<file path="src/rtl/gq_pkg.sv">
package gq_pkg;

    typedef struct packed {
        logic pos;
        logic neg;
    } cmd_pair_t;

    localparam cmd_pair_t CMD_IDLE = '{pos: 1'b0, neg: 1'b1};

    typedef enum logic [1:0] {
        GATE_LIVE      = 2'd0,
        GATE_NO_SUPPLY = 2'd1,
        GATE_SETTLING  = 2'd2,
        GATE_MUTED     = 2'd3
    } gate_why_e;

    function automatic logic cmd_on(input cmd_pair_t c);
        return c.pos & ~c.neg;
    endfunction

    function automatic int unsigned cnt_bits(input int unsigned n);
        return (n > 1) ? $clog2(n) : 1;
    endfunction

endpackage

</file>
<file path="src/rtl/gq_sync.sv">
module gq_sync #(
    parameter bit RST_VAL = 1'b0
) (
    input  logic clk,
    input  logic rst,
    input  logic d,
    output logic q
);
    logic stage1;

    always_ff @(posedge clk) begin
        if (rst) begin
            stage1 <= RST_VAL;
            q      <= RST_VAL;
        end else begin
            stage1 <= d;
            q      <= stage1;
        end
    end
endmodule

</file>
<file path="src/rtl/gq_filter.sv">
module gq_filter
    import gq_pkg::*;
#(
    parameter int unsigned FILT_LEN = 2,
    parameter bit          RST_VAL  = 1'b0
) (
    input  logic clk,
    input  logic rst,
    input  logic raw_i,
    output logic level_o
);
    localparam int unsigned CW = cnt_bits(FILT_LEN);
    localparam logic [CW-1:0] LAST = CW'(FILT_LEN - 1);

    logic [CW-1:0] run_cnt;

    always_ff @(posedge clk) begin
        if (rst) begin
            level_o <= RST_VAL;
            run_cnt <= '0;
        end else if (raw_i == level_o) begin
            run_cnt <= '0;
        end else if (run_cnt == LAST) begin
            level_o <= raw_i;
            run_cnt <= '0;
        end else begin
            run_cnt <= run_cnt + 1'b1;
        end
    end

    // an accepted level always comes from the synchronized input
    a_r4_accept_source: assert property (@(posedge clk) disable iff (rst)
        (level_o != $past(level_o)) |-> (level_o == $past(raw_i)));

    // agreement with the accepted level clears the run count
    a_r5_restart: assert property (@(posedge clk) disable iff (rst)
        (raw_i == level_o) |=> (run_cnt == '0));
endmodule

</file>
<file path="src/rtl/gq_gate.sv">
module gq_gate
    import gq_pkg::*;
#(
    parameter int unsigned READY_DLY = 3,
    parameter int unsigned MUTE_LEN  = 250000
) (
    input  logic clk,
    input  logic rst,
    input  logic ready_i,
    input  logic fault_i,
    output logic open_o
);
    localparam int unsigned RW = cnt_bits(READY_DLY);
    localparam int unsigned MW = $clog2(MUTE_LEN + 1);
    localparam logic [RW-1:0] SETTLE_LAST = RW'(READY_DLY - 1);
    localparam logic [MW-1:0] MUTE_LOAD   = MW'(MUTE_LEN);

    logic [RW-1:0] settle_cnt;
    logic          settled;
    logic [MW-1:0] mute_cnt;
    gate_why_e     why;

    always_ff @(posedge clk) begin
        if (rst || !ready_i) begin
            settle_cnt <= '0;
            settled    <= 1'b0;
        end else if (!settled) begin
            if (settle_cnt == SETTLE_LAST) begin
                settled <= 1'b1;
            end else begin
                settle_cnt <= settle_cnt + 1'b1;
            end
        end
    end

    always_ff @(posedge clk) begin
        if (rst) begin
            mute_cnt <= '0;
        end else if (fault_i) begin
            mute_cnt <= MUTE_LOAD;
        end else if (mute_cnt != '0) begin
            mute_cnt <= mute_cnt - 1'b1;
        end
    end

    always_comb begin
        if (!ready_i) begin
            why = GATE_NO_SUPPLY;
        end else if (!settled) begin
            why = GATE_SETTLING;
        end else if (fault_i || (mute_cnt != '0)) begin
            why = GATE_MUTED;
        end else begin
            why = GATE_LIVE;
        end
    end

    assign open_o = (why == GATE_LIVE);

    // a low ready flag drops the settle state on the next edge
    a_r6_settle_drop: assert property (@(posedge clk) disable iff (rst)
        !ready_i |=> !settled);

    // settling only completes while ready was seen high
    a_r7_settle_rise: assert property (@(posedge clk) disable iff (rst)
        $rose(settled) |-> $past(ready_i));

    // a mute request opens a non-empty window
    a_r8_mute_load: assert property (@(posedge clk) disable iff (rst)
        fault_i |=> (mute_cnt != '0));
endmodule

</file>
<file path="src/rtl/gate_cmd_qualifier.sv">
module gate_cmd_qualifier
    import gq_pkg::*;
#(
    parameter int unsigned FILT_LEN  = 2,
    parameter int unsigned READY_DLY = 3,
    parameter int unsigned MUTE_LEN  = 250000
) (
    input  logic clk,
    input  logic rst,
    input  logic cmd_pos_i,
    input  logic cmd_neg_i,
    input  logic ready_i,
    input  logic fault_mute_i,
    output logic drive_o
);
    localparam int unsigned NCH = 2;

    logic [NCH-1:0] pin_v;
    logic [NCH-1:0] sync_v;
    logic [NCH-1:0] acc_v;
    cmd_pair_t      acc_pair;
    logic           gate_open;

    assign pin_v = {cmd_neg_i, cmd_pos_i};

    for (genvar i = 0; i < NCH; i++) begin : g_chan
        gq_sync #(
            .RST_VAL(i == 1)
        ) u_sync (
            .clk (clk),
            .rst (rst),
            .d   (pin_v[i]),
            .q   (sync_v[i])
        );

        gq_filter #(
            .FILT_LEN(FILT_LEN),
            .RST_VAL (i == 1)
        ) u_filt (
            .clk     (clk),
            .rst     (rst),
            .raw_i   (sync_v[i]),
            .level_o (acc_v[i])
        );
    end

    assign acc_pair = '{pos: acc_v[0], neg: acc_v[1]};

    gq_gate #(
        .READY_DLY(READY_DLY),
        .MUTE_LEN (MUTE_LEN)
    ) u_gate (
        .clk     (clk),
        .rst     (rst),
        .ready_i (ready_i),
        .fault_i (fault_mute_i),
        .open_o  (gate_open)
    );

    always_ff @(posedge clk) begin
        if (rst) begin
            drive_o <= 1'b0;
        end else begin
            drive_o <= cmd_on(acc_pair) & gate_open;
        end
    end

    // the output is on only after an active pair was accepted
    a_r1_polarity: assert property (@(posedge clk) disable iff (rst)
        drive_o |-> ($past(acc_v[0]) && !$past(acc_v[1])));

    // a low ready flag forces the output off at the next edge
    a_r6_ready_off: assert property (@(posedge clk) disable iff (rst)
        !ready_i |=> !drive_o);

    // a fault-mute request forces the output off at the next edge
    a_r8_fault_off: assert property (@(posedge clk) disable iff (rst)
        fault_mute_i |=> !drive_o);

    // the accepted pair is inactive on the first cycle out of reset
    a_r9_reset_idle: assert property (@(posedge clk)
        $fell(rst) |-> (acc_pair == CMD_IDLE && !drive_o));
endmodule

</file>
<file path="config.mk">
export PLATFORM = sky130hd
export DESIGN_NAME = gate_cmd_qualifier
export DESIGN_NICKNAME = d
export VERILOG_FILES = /design/src/rtl/gq_pkg.sv /design/src/rtl/gq_sync.sv /design/src/rtl/gq_filter.sv /design/src/rtl/gq_gate.sv /design/src/rtl/gate_cmd_qualifier.sv
export SDC_FILE = /design/constraint.sdc
export NUM_CORES = 1
export LEC_CHECK = 0
export CAP_MARGIN = 0
export CELL_PAD_IN_SITES_DETAIL_PLACEMENT = 1
export CELL_PAD_IN_SITES_GLOBAL_PLACEMENT = 2
export CORE_MARGIN = 2
export CORE_UTILIZATION = 36
export CTS_CLUSTER_DIAMETER = 60
export CTS_CLUSTER_SIZE = 12
export DETAILED_ROUTE_END_ITERATION = 8
export HOLD_SLACK_MARGIN = 0.1
export PLACE_DENSITY = 0.83
export SLEW_MARGIN = 20
export SYNTH_ARGS = -nofsm -noshare
export SYNTH_HDL_FRONTEND = slang
export SYNTH_SLANG_ARGS = --single-unit
</file>
<file path="constraint.sdc">
create_clock -name clk -period 2.3 [get_ports clk]
set_input_delay 0.23 -clock clk [delete_from_list [all_inputs] [get_ports clk]]
set_output_delay 0.23 -clock clk [all_outputs]
set_load 0.05 [all_outputs]
</file>
# == Yosys cells after proc, flatten, opt, wreduce, memory -nomap -nowiden ==
# Index checks and enable logic that the tools add are counted.
# totals
output_inout_bits,1
elab_cells,46
reg_bits,30
in_bits,6
# op_classes
bitwise_logic,7
add_sub_neg,4
n_eq_ne,3
reduce_logical,12
n_mux,7
# op_table
cell,n
2-to-1 mux 18 bit,2
nonzero test 18 bit,1
"subtractor 18 x 1 -> 18 bit, second input constant",1
2-to-1 mux 2 bit,3
AND reduction 2 bit,3
OR reduction 3 bit,2
inverter 1 bit,5
"adder 1 bit, second input constant",2
"adder 2 x 1 -> 2 bit, second input constant",1
bitwise AND 1 bit,2
equality test 1 bit,2
"equality test 2 bit, second input constant",1
zero test 2 bit,1
logical OR 1 bit,2
2-to-1 mux 1 bit,2
nonzero test 2 bit,1
OR reduction 2 bit,1
zero test 1 bit,1

# == Longest topological paths before layout ==
# logic_depth
depth_word,7
mapped_depth,8
depth_no_buf,6

# == Hierarchy ==
# A second synthesis with hierarchy kept.
# unflattened
cells_unflattened,154
hier_area_um2,1407.6
# modules_own_cells
module,area_per_inst_um2,cells_per_inst,n_inst,seq_area_each_um2
gq_gate,1128.6,132,1,420.4
gq_sync,52.6,4,2,40.0
gq_filter (g_chan[0].u_filt),72.6,6,1,40.0
gq_filter (g_chan[1].u_filt),68.8,6,1,40.0
gate_cmd_qualifier,32.5,2,1,20.0

# == Least setup slack after synthesis ==
# OpenSTA, ideal clock, no wires.
# synth_timing
path_type,reg-to-reg
startpoint,register u_gate.mute_cnt[8]
endpoint,register u_gate.mute_cnt[15]
stages_incl_launch_ff,5
synth_period_minus_slack_ps,2007
setup_slack_ps,293
path_buffers,0
t_required_ps,2226
arrival_time_ps,1933
setup_time_ps,74
path_cell_list,dfxtp_1 > or4_4 > or4_4 > or4_1 > a31oi_1
# synth_between
elab_chain_cells,3
elab_cells_between_ends,5
# synth_rtl
element,line_no,rtl
from (decl),gq_gate.sv:20,logic [MW-1:0] mute_cnt;
from (signal assigned),gq_gate.sv:42,mute_cnt <= mute_cnt - 1'b1;
subtractor 18 x 1 -> 18 bit,gq_gate.sv:42,
2-to-1 mux 18 bit,gq_gate.sv:41,end else if (mute_cnt != '0) begin
2-to-1 mux 18 bit,gq_gate.sv:39,end else if (fault_i) begin
# Parallel ways exist; a longest one is shown, timed or not. The select of a mux whose other input is x is not followed.
# A chain may end at the register's enable or synchronous reset.

# == Worst setup path in the final report ==
# Same ends and word-level chain as after synthesis.

==> impl_table.tex <==
\begin{tabular}{lr}
\hline
Metric & Value \\
\hline
\multicolumn{2}{l}{\textbf{Final layout}} \\
\quad Final antenna diode count & 0 \\
\quad Share of the core filled with cells & 0.455 \\
\quad Count of non-filler cells in the finished layout & 221 \\
\quad Final nets & around 180 \\
\quad Ratio of cells with drive above 1 in the final layout & 0.168 \\
\quad Total of fill cells in the finished design & about 440 \\
\quad Final instance area & approximately 1700 um\^{}2 \\
\quad Synth-to-layout area growth & 20.1\% \\
\multicolumn{2}{l}{\textbf{Logic synthesis}} \\
\quad Adder and majority gate portion of the synthesized area & 0.0269 \\
\quad Synthesized area per cell & about 8.8 um\^{}2 \\
\quad Synthesized-area fraction occupied by xor and xnor cells & 0.0188 \\
\quad Area share of and/or/nand/nor cells after synthesis & 0.326 \\
\quad Post-Synthesis Cells & 159 \\
\quad Top cells by instance count after synthesis & 30 x sky130\_fd\_sc\_hd\_\_dfxtp\_1, 14 x sky130\_fd\_sc\_hd\_\_nor2\_1, 12 x sky130\_fd\_sc\_hd\_\_nand2\_1 \\
\quad Compound-cell area share of the yosys netlist & 0.143 \\
\quad Async S/R FF share, synth & 0 \\
\quad Share of the yosys chip area belonging to registers & 0.430 \\
\quad Share of the synthesized area in the top cell type & 0.430 \\
\quad Number of enable-type register cells in the synthesized netlist & 0 \\
\quad Synthesized area & 1400 um\^{}2 \\
\quad Synthesized netlist net count & roughly 170 \\
\quad Most common flop cell mapped by yosys & sky130\_fd\_sc\_hd\_\_dfxtp\_1 \\
\quad Post-synthesis sequential element count & 30 \\
\quad Main combinational cell family by area after synthesis & simple AND/OR/NAND/NOR gates \\
\quad Mux cell area share after synthesis & 0.0286 \\
\quad Count of synthesis-stage warnings from yosys & 0 \\
\quad Most instantiated library cell after synthesis & sky130\_fd\_sc\_hd\_\_dfxtp\_1 \\
\quad Area leader, netlist & sky130\_fd\_sc\_hd\_\_dfxtp\_1 \\
\quad Top cells by area in the synthesized netlist & sky130\_fd\_sc\_hd\_\_dfxtp\_1 43\%, sky130\_fd\_sc\_hd\_\_nor2\_1 3.8\%, sky130\_fd\_sc\_hd\_\_nor4\_1 3.6\% \\
\quad Distinct cell type count after synthesis & 38 \\
\multicolumn{2}{l}{\textbf{Floorplan}} \\
\quad Chip Height & 66.3 um \\
\quad Initial cell density of the core & 0.379 \\
\quad Standard-cell rows & 22 \\
\quad Top-level I/O count & 7 \\
\quad Placeable core region & approximately 3700 um\^{}2 \\
\quad Die Wd & $\sim$66 um \\
\quad Area enclosed by the die boundary & 4400 um\^{}2 \\
\multicolumn{2}{l}{\textbf{Power}} \\
\quad Power per Cell Area & around 900 nW/um\^{}2 \\
\quad PnR Total Power & approximately 1.5 mW \\
\quad Reported leakage power & between 0.6 and 0.7 nW \\
\quad Worst ir drop on vdd & $\sim$480 uV \\
\multicolumn{2}{l}{\textbf{Flow run}} \\
\quad Maximum capacitance violations & 0 \\
\multicolumn{2}{l}{\textbf{Placed design}} \\
\quad Post-placement cell area & between 1500 and 2000 um\^{}2 \\
\quad Post-detail-place hpwl & 2640 um \\
\quad RePlAce Congestion & between 0.8 and 0.9 \\
\quad DP Cell Count & 213 \\
\quad IO buf count & 6 \\
\quad Post-Place Worst Slack & approximately 190 ps \\
\multicolumn{2}{l}{\textbf{Critical path}} \\
\quad Critical path endpoint category & flop \\
\quad Critical Path RT & roughly 2500 ps \\
\quad Setup slack on the worst flop-to-flop path & roughly 160 ps \\
\quad Maximum fanout count along the critical path & 9 \\
\quad CP Launch Type & flop \\
\quad Crit Path Category & reg2reg \\
\quad Crit path arrival time & around 2400 ps \\
\multicolumn{2}{l}{\textbf{Clocking}} \\
\quad Hold-fix buffers, CTS & 0 \\
\quad Buffer count from post-CTS setup fixing & 0 \\
\quad Clock latency reported for the late side of the worst-skew pair & a little under 300 ps \\
\quad Maximum buffer depth of the clock tree & 2 \\
\quad Sinks on the clock net & 30 \\
\quad Count of H-tree levels built during CTS & 2 \\
\quad Clock tree root driver cell & sky130\_fd\_sc\_hd\_\_clkbuf\_8 \\
\quad CTS clk-pin slew, worst paths & $\sim$70 ps \\
\quad TritonCTS clock tree & built \\
\quad \# resized after CTS & 0 \\
\quad CTS Buf Count & 5 \\
\multicolumn{2}{l}{\textbf{Global routing}} \\
\quad Overflow left after global routing & 0 \\
\quad Via count of the first global-routing pass & between 1000 and 1500 \\
\quad Met3 demand-to-capacity share in global routing & 0.0511 \\
\quad Antenna violations before repair & 0 \\
\quad First-pass GRT wire length & 6310 um \\
\quad Fraction of met1 tracks used by global routing & 0.228 \\
\quad Met2 track utilization from global routing & 0.333 \\
\quad Total global-route track usage & 0.196 \\
\quad Grt peak-use layer & met2 \\
\quad Pin count of the biggest net entering global routing & 16 \\
\multicolumn{2}{l}{\textbf{STA}} \\
\quad Setup repair after global routing missed its margin & no \\
\quad Slew Viols, Final & 0 \\
\quad Worst path setup slack after routing & 160 ps \\
\quad Slew of the pin with the lowest slew margin & between 500 and 600 ps \\
\quad Number of failing hold endpoints at the final stage & 0 \\
\quad Max Freq & between 400 and 500 MHz \\
\quad Final setup skew & 5.68 ps \\
\quad Final hold slack & $\sim$440 ps \\
\quad Post-layout min period & around 2100 ps \\
\quad Remaining max-slew budget at the tightest pin & 0.634 \\
\quad Post-route clock period utilization & 0.931 \\
\quad TNS Setup & 0 ps \\
\quad Total setup violations reported at the end of the flow & 0 \\
\multicolumn{2}{l}{\textbf{Detailed routing}} \\
\quad Via count & 1241 \\
\quad DRT Pass-1 Iters & 4 \\
\quad Routed wire length per instance & between 15 and 20 um \\
\quad Detailed-route vias per instance & $\sim$5.6 \\
\quad Drt initial violations & 35 \\
\quad Aggregate routed wire length & 3510 um \\
\quad ANT nets after route & 0 \\
\quad Drc violations & 0 \\
\multicolumn{2}{l}{\textbf{Outcome}} \\
\quad Result of the run & complete, no violations \\
\multicolumn{2}{l}{\textbf{Min path}} \\
\quad Class of the worst hold path & reg2reg \\
\hline
\end{tabular}
==> registers in the layout (all words and copies together) (netlist names) <==
signal and cells:
u_gate.settled 1, g_chan.u_filt.run_cnt 2, u_gate.mute_cnt 18, u_gate.settle_cnt 2, g_chan.u_filt.level_o 2, drive_o 1
g_chan.u_sync.stage1 2, g_chan.u_sync.q 2
==> kinds of logic (layout without fill, tap and decap cells) <==
logic type / after synthesis / in the layout
compound gates: 30 / 30
fa+ha+maj: 3 / 3
buf+inv: 10 / 24
simple gates: 79 / 79
xor+xnor: 3 / 3
flops: 30 / 30
mux: 4 / 4
==> worst paths after layout <==
check,endpoint,start,cells past startpoint
setup / recovery,u_gate.mute_cnt[15]$_SDFFE_PP0P_,u_gate.mute_cnt[8]$_SDFFE_PP0P_,4
hold reg to reg,g_chan[1].u_sync.q$_SDFF_PP1_,g_chan[1].u_sync.stage1$_SDFF_PP1_,1
hold / removal,g_chan[1].u_sync.q$_SDFF_PP1_,g_chan[1].u_sync.stage1$_SDFF_PP1_,1
setup reg to reg,u_gate.mute_cnt[15]$_SDFFE_PP0P_,u_gate.mute_cnt[8]$_SDFFE_PP0P_,4
==> routing by layer <==
layer / wire length, um / vias up
met3: 100 / 8
met4: 70 / 0
li1: - / 612
met1: 1550 / 604
met5: 0 / -
met2: 1790 / 17
==> report_power, final <==
| part | internal (mW) | switching (mW) |
|---|---|---|
| logic | 0.108 | 0.133 |
| clock network | 0.462 | 0.214 |
| registers | 0.554 | 0.0364 |
| total | 1.12 | 0.383 |
==> cell usage in the layout, fill, tap and decap left out, drive strengths merged, types with 2 or more instances in the layout <==
cell,count
mux2i,4
nor2,14
and3,2
xnor2,3
or3,8
or2,6
nor3b,3
nand2,12
a21oi,7
a31o,2
dfxtp,30
nand3,4
clkbuf,6
o31ai,6
nor4,9
nand4,2
a31oi,4
bufinv,2
nor2b,2
inv,4
clkdlybuf4s50,6
o21ai,4
or4,6
ha,3
nor3,6
a211oi,3
buf,5
==> final cells by class <==
class / count / area, um^2 / area share
clock buffer: 6 / 82.6 / 0.0492
clock inverter: 2 / 60.1 / 0.0358
inverter: 5 / 18.8 / 0.0112
multi-input combinational: 119 / 759 / 0.452
sequential: 30 / 601 / 0.358
tap: 48 / 60.1 / 0.0358
timing repair buffer: 11 / 97.6 / 0.0581
==> critical path, cell delays in order, from the launching register on <==
cell and delay [ps]:
sky130_fd_sc_hd__dfxtp_1 380, sky130_fd_sc_hd__or4_4 590, sky130_fd_sc_hd__or4_4 520, sky130_fd_sc_hd__or4_1 420, sky130_fd_sc_hd__a31oi_1 170
Power figures use the tool's default switching activity.
